<file path="src/rtl/lcdscan_pkg.sv">
package lcdscan_pkg;

  typedef enum logic [1:0] {
    DUTY_16 = 2'b00,
    DUTY_24 = 2'b01,
    DUTY_32 = 2'b10,
    DUTY_48 = 2'b11
  } duty_e;

  typedef enum logic [1:0] {
    BS_IDLE,
    BS_REQ,
    BS_WAIT,
    BS_CLK
  } bs_state_e;

  typedef enum logic [1:0] {
    RC_FRAME,
    RC_SHIFT,
    RC_LOAD
  } rc_state_e;

  function automatic int unsigned rows_of(duty_e d);
    case (d)
      DUTY_16: return 16;
      DUTY_24: return 24;
      DUTY_32: return 32;
      default: return 48;
    endcase
  endfunction

endpackage

</file>
<file path="src/rtl/lcdscan_bitseq.sv">
module lcdscan_bitseq
  import lcdscan_pkg::*;
#(
  parameter int unsigned BITS_PER_ROW = 400,
  localparam int unsigned COL_W = (BITS_PER_ROW > 1) ? $clog2(BITS_PER_ROW) : 1
) (
  input  logic             clk,
  input  logic             rst_n,
  input  logic             start_i,
  input  logic             pix_vld_i,
  input  logic             pix_dat_i,
  output logic             pix_req_o,
  output logic [COL_W-1:0] pix_col_o,
  output logic             sdata_o,
  output logic             sclk_o,
  output logic             done_o
);

  localparam logic [COL_W-1:0] LAST_COL = COL_W'(BITS_PER_ROW - 1);

  bs_state_e        st_q, st_d;
  logic [COL_W-1:0] col_q, col_d;
  logic             col_en;
  logic             sdata_q;
  logic             sdata_en;
  logic             col_last;

  assign col_last = (col_q == LAST_COL);

  // next-state logic
  always_comb begin
    st_d     = st_q;
    col_d    = col_q;
    col_en   = 1'b0;
    sdata_en = 1'b0;
    case (st_q)
      BS_IDLE: begin
        if (start_i) begin
          st_d   = BS_REQ;
          col_d  = '0;
          col_en = 1'b1;
        end
      end
      BS_REQ: st_d = BS_WAIT;
      BS_WAIT: begin
        if (pix_vld_i) begin
          st_d     = BS_CLK;
          sdata_en = 1'b1;
        end
      end
      BS_CLK: begin
        if (col_last) begin
          st_d = BS_IDLE;
        end else begin
          st_d   = BS_REQ;
          col_d  = col_q + 1'b1;
          col_en = 1'b1;
        end
      end
      default: st_d = BS_IDLE;
    endcase
  end

  // registers
  always_ff @(posedge clk or negedge rst_n) begin
    if (!rst_n) begin
      st_q    <= BS_IDLE;
      col_q   <= '0;
      sdata_q <= 1'b0;
    end else begin
      st_q <= st_d;
      if (col_en)   col_q   <= col_d;
      if (sdata_en) sdata_q <= pix_dat_i;
    end
  end

  assign pix_req_o = (st_q == BS_REQ);
  assign pix_col_o = col_q;
  assign sdata_o   = sdata_q;
  assign sclk_o    = (st_q == BS_CLK);
  assign done_o    = (st_q == BS_CLK) && col_last;

  AST_REQ_PULSE: assert property (@(posedge clk) disable iff (!rst_n)
    pix_req_o |=> !pix_req_o);
  AST_START_IDLE: assert property (@(posedge clk) disable iff (!rst_n)
    start_i |-> (st_q == BS_IDLE));
  AST_SCLK_PULSE: assert property (@(posedge clk) disable iff (!rst_n)
    sclk_o |=> !sclk_o);
  AST_WAIT_HOLD: assert property (@(posedge clk) disable iff (!rst_n)
    (st_q == BS_WAIT && !pix_vld_i) |=> (!sclk_o && !pix_req_o && $stable(sdata_o)));

endmodule

</file>
<file path="src/rtl/lcdscan_rowctl.sv">
module lcdscan_rowctl
  import lcdscan_pkg::*;
#(
  parameter int unsigned NUM_COMS = 48,
  localparam int unsigned ROW_W = $clog2(NUM_COMS)
) (
  input  logic                clk,
  input  logic                rst_n,
  input  duty_e               duty_i,
  input  logic                done_i,
  output logic                start_o,
  output logic                load_o,
  output logic [ROW_W-1:0]    row_o,
  output logic [NUM_COMS-1:0] com_o,
  output logic                frame_o
);

  rc_state_e           st_q, st_d;
  logic [ROW_W-1:0]    row_q, row_d;
  logic                row_en;
  duty_e               duty_q;
  logic                duty_en;
  logic [NUM_COMS-1:0] com_q;
  logic [NUM_COMS-1:0] row_hot;
  logic                com_en;
  logic                frame_q;
  logic                frame_en;
  logic [ROW_W-1:0]    last_row;
  logic                row_last;

  assign last_row = ROW_W'(rows_of(duty_q) - 1);
  assign row_last = (row_q == last_row);

  // one-hot decode of the row being shifted
  for (genvar g = 0; g < NUM_COMS; g++) begin : g_dec
    assign row_hot[g] = (row_q == ROW_W'(g));
  end

  // next-state logic
  always_comb begin
    st_d     = st_q;
    row_d    = row_q;
    row_en   = 1'b0;
    duty_en  = 1'b0;
    com_en   = 1'b0;
    frame_en = 1'b0;
    start_o  = 1'b0;
    case (st_q)
      RC_FRAME: begin
        duty_en = 1'b1;
        start_o = 1'b1;
        st_d    = RC_SHIFT;
      end
      RC_SHIFT: begin
        if (done_i) st_d = RC_LOAD;
      end
      RC_LOAD: begin
        com_en   = 1'b1;
        frame_en = (row_q == '0) && !com_q[0];
        row_en   = 1'b1;
        if (row_last) begin
          row_d = '0;
          st_d  = RC_FRAME;
        end else begin
          row_d   = row_q + 1'b1;
          start_o = 1'b1;
          st_d    = RC_SHIFT;
        end
      end
      default: st_d = RC_FRAME;
    endcase
  end

  // registers
  always_ff @(posedge clk or negedge rst_n) begin
    if (!rst_n) begin
      st_q    <= RC_FRAME;
      row_q   <= '0;
      duty_q  <= DUTY_48;
      com_q   <= NUM_COMS'(1);
      frame_q <= 1'b0;
    end else begin
      st_q <= st_d;
      if (row_en)   row_q   <= row_d;
      if (duty_en)  duty_q  <= duty_i;
      if (com_en)   com_q   <= row_hot;
      if (frame_en) frame_q <= !frame_q;
    end
  end

  assign load_o  = (st_q == RC_LOAD);
  assign row_o   = row_q;
  assign com_o   = com_q;
  assign frame_o = frame_q;

  AST_ROW_RANGE: assert property (@(posedge clk) disable iff (!rst_n)
    (st_q != RC_FRAME) |-> (row_q <= last_row));
  AST_DUTY_HOLD: assert property (@(posedge clk) disable iff (!rst_n)
    (st_q != RC_FRAME) |=> $stable(duty_q));
  AST_COM_ONEHOT: assert property (@(posedge clk) disable iff (!rst_n)
    $countones(com_q) == 1);
  AST_DONE_SHIFT: assert property (@(posedge clk) disable iff (!rst_n)
    done_i |-> (st_q == RC_SHIFT));
  AST_LOAD_PULSE: assert property (@(posedge clk) disable iff (!rst_n)
    load_o |=> !load_o);
  AST_FRAME_WRAP: assert property (@(posedge clk) disable iff (!rst_n)
    !$stable(frame_q) |-> com_q[0]);

endmodule

</file>
<file path="src/rtl/lcd_row_scanner.sv">
module lcd_row_scanner
  import lcdscan_pkg::*;
#(
  parameter int unsigned NUM_COMS     = 48,
  parameter int unsigned BITS_PER_ROW = 400,
  localparam int unsigned ROW_W = $clog2(NUM_COMS),
  localparam int unsigned COL_W = (BITS_PER_ROW > 1) ? $clog2(BITS_PER_ROW) : 1
) (
  input  logic                clk,
  input  logic                rst_n,
  input  logic [1:0]          duty_sel,
  input  logic                pix_vld,
  input  logic                pix_dat,
  output logic                pix_req,
  output logic [ROW_W-1:0]    pix_row,
  output logic [COL_W-1:0]    pix_col,
  output logic                seg_data,
  output logic                seg_clk,
  output logic                seg_load,
  output logic [NUM_COMS-1:0] com,
  output logic                frame_ac
);

  logic row_start;
  logic row_done;

  lcdscan_rowctl #(
    .NUM_COMS (NUM_COMS)
  ) u_rowctl (
    .clk     (clk),
    .rst_n   (rst_n),
    .duty_i  (duty_e'(duty_sel)),
    .done_i  (row_done),
    .start_o (row_start),
    .load_o  (seg_load),
    .row_o   (pix_row),
    .com_o   (com),
    .frame_o (frame_ac)
  );

  lcdscan_bitseq #(
    .BITS_PER_ROW (BITS_PER_ROW)
  ) u_bitseq (
    .clk       (clk),
    .rst_n     (rst_n),
    .start_i   (row_start),
    .pix_vld_i (pix_vld),
    .pix_dat_i (pix_dat),
    .pix_req_o (pix_req),
    .pix_col_o (pix_col),
    .sdata_o   (seg_data),
    .sclk_o    (seg_clk),
    .done_o    (row_done)
  );

  AST_CLK_LOAD_EXCL: assert property (@(posedge clk) disable iff (!rst_n)
    !(seg_clk && seg_load));
  AST_COM_AT_LOAD: assert property (@(posedge clk) disable iff (!rst_n)
    !$stable(com) |-> $past(seg_load));

endmodule

</file>
<file path="config.mk">
export PLATFORM = sky130hd
export DESIGN_NAME = lcd_row_scanner
export DESIGN_NICKNAME = d
export VERILOG_FILES = /design/src/rtl/lcdscan_pkg.sv /design/src/rtl/lcdscan_bitseq.sv /design/src/rtl/lcdscan_rowctl.sv /design/src/rtl/lcd_row_scanner.sv
export SDC_FILE = /design/constraint.sdc
export NUM_CORES = 1
export LEC_CHECK = 0
export BUFFER_PORTS_ARGS = -buffer_cell sky130_fd_sc_hd__buf_2
export CORE_MARGIN = 2
export CORE_UTILIZATION = 57
export DETAILED_ROUTE_END_ITERATION = 12
export PLACE_DENSITY = 0.87
export SLEW_MARGIN = 20
export SYNTH_ARGS = -nofsm -noshare
export SYNTH_HDL_FRONTEND = slang
export SYNTH_SLANG_ARGS = --single-unit
</file>
<file path="constraint.sdc">
create_clock -name clk -period 6.9 [get_ports clk]
set_clock_uncertainty 0.2 [all_clocks]
set_input_delay 0.345 -clock clk [delete_from_list [all_inputs] [get_ports clk]]
set_output_delay 0.345 -clock clk [all_outputs]
set_load 0.01 [all_outputs]
</file>
==> qor.csv <==
stage,metric,value,unit
synthesis,Synth top cells by count,"nand2_1, dfrtp_1, o21ai_0",
layout,layout cells sized above 1,26.80,%
synthesis,share of the synthesized area in the top cell type,53.46,%
placement,dpl cells,444,
clock_network,Hold Buf Count CTS,0,
layout,layout net count,400,
sta,worst slew pin tran,1.084,ns
drt,# DRC,0,
floorplan,Core Box Area,5439,um^2
drt,initial detailed-routing violation count,210,
clock_network,CTS tree,built,
drt,via/cell ratio,5.572,
drt,total iterations of the first detailed-routing run,4,
power,Comb power frac,18.5,%
clock_network,CTS Buf Count,9,
job,Max Cap Viol,0,
clock_network,root buffer cell,clkbuf_8,
drt,wire length per cell,14.87,um
synthesis,ys flop type,dfrtp_1,
worst_setup_path,"slowest stage delay, CP",1.00,ns
placement,GPL Wtd Cong,0.8255,
placement,DP Wirelength,4639,um
synthesis,dominant cell type by area after synthesis,dfrtp_1,
synthesis,asr flop ratio synth,100.0,%
global_route,grt total ovfl,0,
floorplan,die extent in y,78.73,um
worst_setup_path,Critical Path End Type,register,
synthesis,largest cells by area after synthesis,"dfrtp_1, nand2_1, o21ai_0",
global_route,first-pass GRT wire length,11250,um
layout,Non-Filler Instances,460,
synthesis,Post-Syn Nets,332,
worst_setup_path,Crit path required time,6.91,ns
worst_setup_path,Worst path slowest cell,o41ai_2,
drt,Routed Antenna Nets,0,
sta,"Period Utilization, post-route",42.93,%
clock_network,later-pin clock latency in the skew report,0.34,ns
synthesis,Synth Warn #,0,
sta,min cycle time layout,2.962,ns
clock_network,CTS sink cnt,71,
floorplan,Initial Utilization,58.52,%
worst_setup_path,critical path class,register to register,
power,power share of the clock group,34.2,%
layout,Fillers,419,
synthesis,average size of a mapped cell,10.10,um^2
floorplan,Ports,74,
sta,count of final hold-check violations,2,
outcome,failing checks,negative hold slack,
global_route,initial antenna violation count,0,
layout,P&R area growth vs syn,18.32,%
worst_setup_path,crit path launch type,register,
power,Worst IR Drop VDD,0.2270,mV
power,Internal Power,0.0006739,W
outcome,status,"finished, violations left",
sta,setup_tns,0,ns
power,Psw,0.0002853,W
power,Flop pwr share,47.3,%
floorplan,DIE AREA,6198,um^2
floorplan,die width,78.73,um
global_route,Total GRT Usage,23.62,%
synthesis,top-count cell post-synth,nand2_1,
drt,Via Count,2563,
synthesis,"Distinct cells, synth",45,
power,leakage power,1.923,nW
clock_network,maximum clock path buffer count,2,
power,switching part of the total power,29.75,%
global_route,vias in the first global route,2326,
synthesis,Post-synth EDFFs,0,
sta,Fmax achieved,0.3376,GHz
clock_network,post-cts gate resize count,0,
layout,n_diodes,0,
synthesis,Syn Inst Count,315,
sta,final hold slack,-0.003347,ns
clock_network,CTS H-tree depth,3,
synthesis,Mapped Area,3183,um^2
power,PwrDens,254.7,nW/um^2
worst_setup_path,"Max FO, Critical Path",11,
clock_network,setup bufs post-CTS,0,
synthesis,Seq cells post-synth,71,
floorplan,Site Rows,27,
worst_hold_path,Hold WC Path Type,input port to async pin,
worst_setup_path,worst-path cell chain,"inv_1, ha_1, xnor2_1, o41ai_2, or3_1, o221ai_1",
sta,Max Slew Vio Count,0,
sta,Rel. slew slack,26.94,%
clock_network,"Reg clk slew, reported paths",0.07,ns
global_route,largest net degree at the start of global routing,72,
drt,final wirelength,6842,um
sta,final setup fails,0,
synthesis,"Seq/Total Area, Yosys",55.94,%
sta,RSZ-0062 raised after global routing,no,
worst_setup_path,crit path DAT,2.97,ns
placement,Buffers on Ports,73,
[registers in the layout (all words and copies together), names as in the netlist]
name                cells
u_bitseq.st_q           2
u_bitseq.sdata_o        1
u_rowctl.st_q           2
u_bitseq.pix_col_o      9
u_rowctl.frame_o        1
u_rowctl.com_o         48
u_rowctl.row_o          6
u_rowctl.duty_q         2
[metal layers]
layer,track usage (%),vias up,routed length [um]
li1,-,1225,-
met1,31.06,1249,3024
met2,37.01,83,3325
met3,7.386,6,419
met4,8.947,0,72
met5,0,-,0
[placed cells by master, fill, tap and decap left out, drive strengths merged, types with 2 or more instances in the layout]
| master | n |
|---|---|
| nand2 | 74 |
| buf | 74 |
| dfrtp | 68 |
| o21ai | 55 |
| nand3 | 11 |
| ha | 11 |
| clkbuf | 10 |
| inv | 9 |
| nor2 | 6 |
| o31ai | 6 |
| mux2 | 5 |
| nand2b | 4 |
| or3 | 3 |
| nor2b | 3 |
| xnor2 | 3 |
| a22o | 3 |
| o311ai | 3 |
| clkinv | 3 |
| dfstp | 3 |
| and3 | 3 |
| nor4 | 3 |
| xor2 | 2 |
| a21o | 2 |
| nand4 | 2 |
| nand3b | 2 |
| o221ai | 2 |
| a21oi | 2 |
| clkinvlp | 2 |
| o41ai | 2 |
[worst paths after layout]
check	startpoint	endpoint	slack (ns)	cells after the start
min in group clk	duty_sel[1]	u_rowctl.duty_q[1]	0.01	3
min	rst_n	u_rowctl.com_o[20]	-0.003	2
max reg2reg	u_rowctl.duty_q[1]	u_bitseq.pix_col_o[2]	3.94	6
max in group asynchronous	rst_n	u_rowctl.com_o[39]	5.95	2
max	u_rowctl.duty_q[1]	u_bitseq.pix_col_o[2]	3.94	6
min reg2reg	u_rowctl.frame_o	u_rowctl.frame_o	0.26	1
[kinds of logic (layout without fill, tap and decap cells)]
family | after synthesis | after routing | synth area share (%)
compound gates | 80 | 80 | 15.92
mux | 6 | 6 | 2.083
fa+ha+maj | 11 | 11 | 4.324
flops | 71 | 71 | 55.94
simple gates | 116 | 116 | 16.78
buf+inv | 26 | 99 | 3.577
xor+xnor | 5 | 5 | 1.376
[critical path: cells and delay by family (launching register included)]
kind / cells / cell delay, ns
fa+ha+maj: 1 / 0.28
flops: 1 / 0.53
buf+inv: 1 / 0.05
xor+xnor: 1 / 0.17
simple gates: 1 / 0.42
compound gates: 2 / 1.17
[layout make-up]
type                       count  area [um^2]  area share, %
sequential                    71         1780          47.28
multi-input combinational    218         1291          34.29
timing repair buffer          74        372.9          9.900
clock buffer                  10        137.6          3.654
tap                           72        90.09          2.392
clock inverter                 6        60.06          1.595
inverter                       9        33.78         0.8970
[power groups by stage]
stage                     clock [W]  combinational [W]  sequential, W
after floorplan                   0           0.000133       0.000462
after global placement            0           0.000168       0.000460
after detailed placement          0           0.000176       0.000461
after CTS                  0.000335           0.000176       0.000454
after global routing       0.000356           0.000195       0.000456
final                      0.000329           0.000177       0.000454
[stage by stage]
stage | power (W) | worst slack, ns | utilization, % | hold WS (ns) | instance area [um^2]
2_1_floorplan | 0.0005947 | 4.640 | - | -0.1506 | 3183
3_3_place_gp | 0.0006273 | 4.079 | 65.61 | 0.2549 | 3568
3_5_place_dp | 0.0006372 | 3.999 | 65.61 | 0.2538 | 3568
4_1_cts | 0.0009653 | 3.981 | 69.24 | 0.0005317 | 3766
5_1_grt | 0.001008 | 3.812 | 69.24 | 0.02406 | 3766
6_report | 0.0009592 | 3.938 | 69.24 | -0.003347 | 3766
No activity file was read; power rests on OpenSTA's default activity.
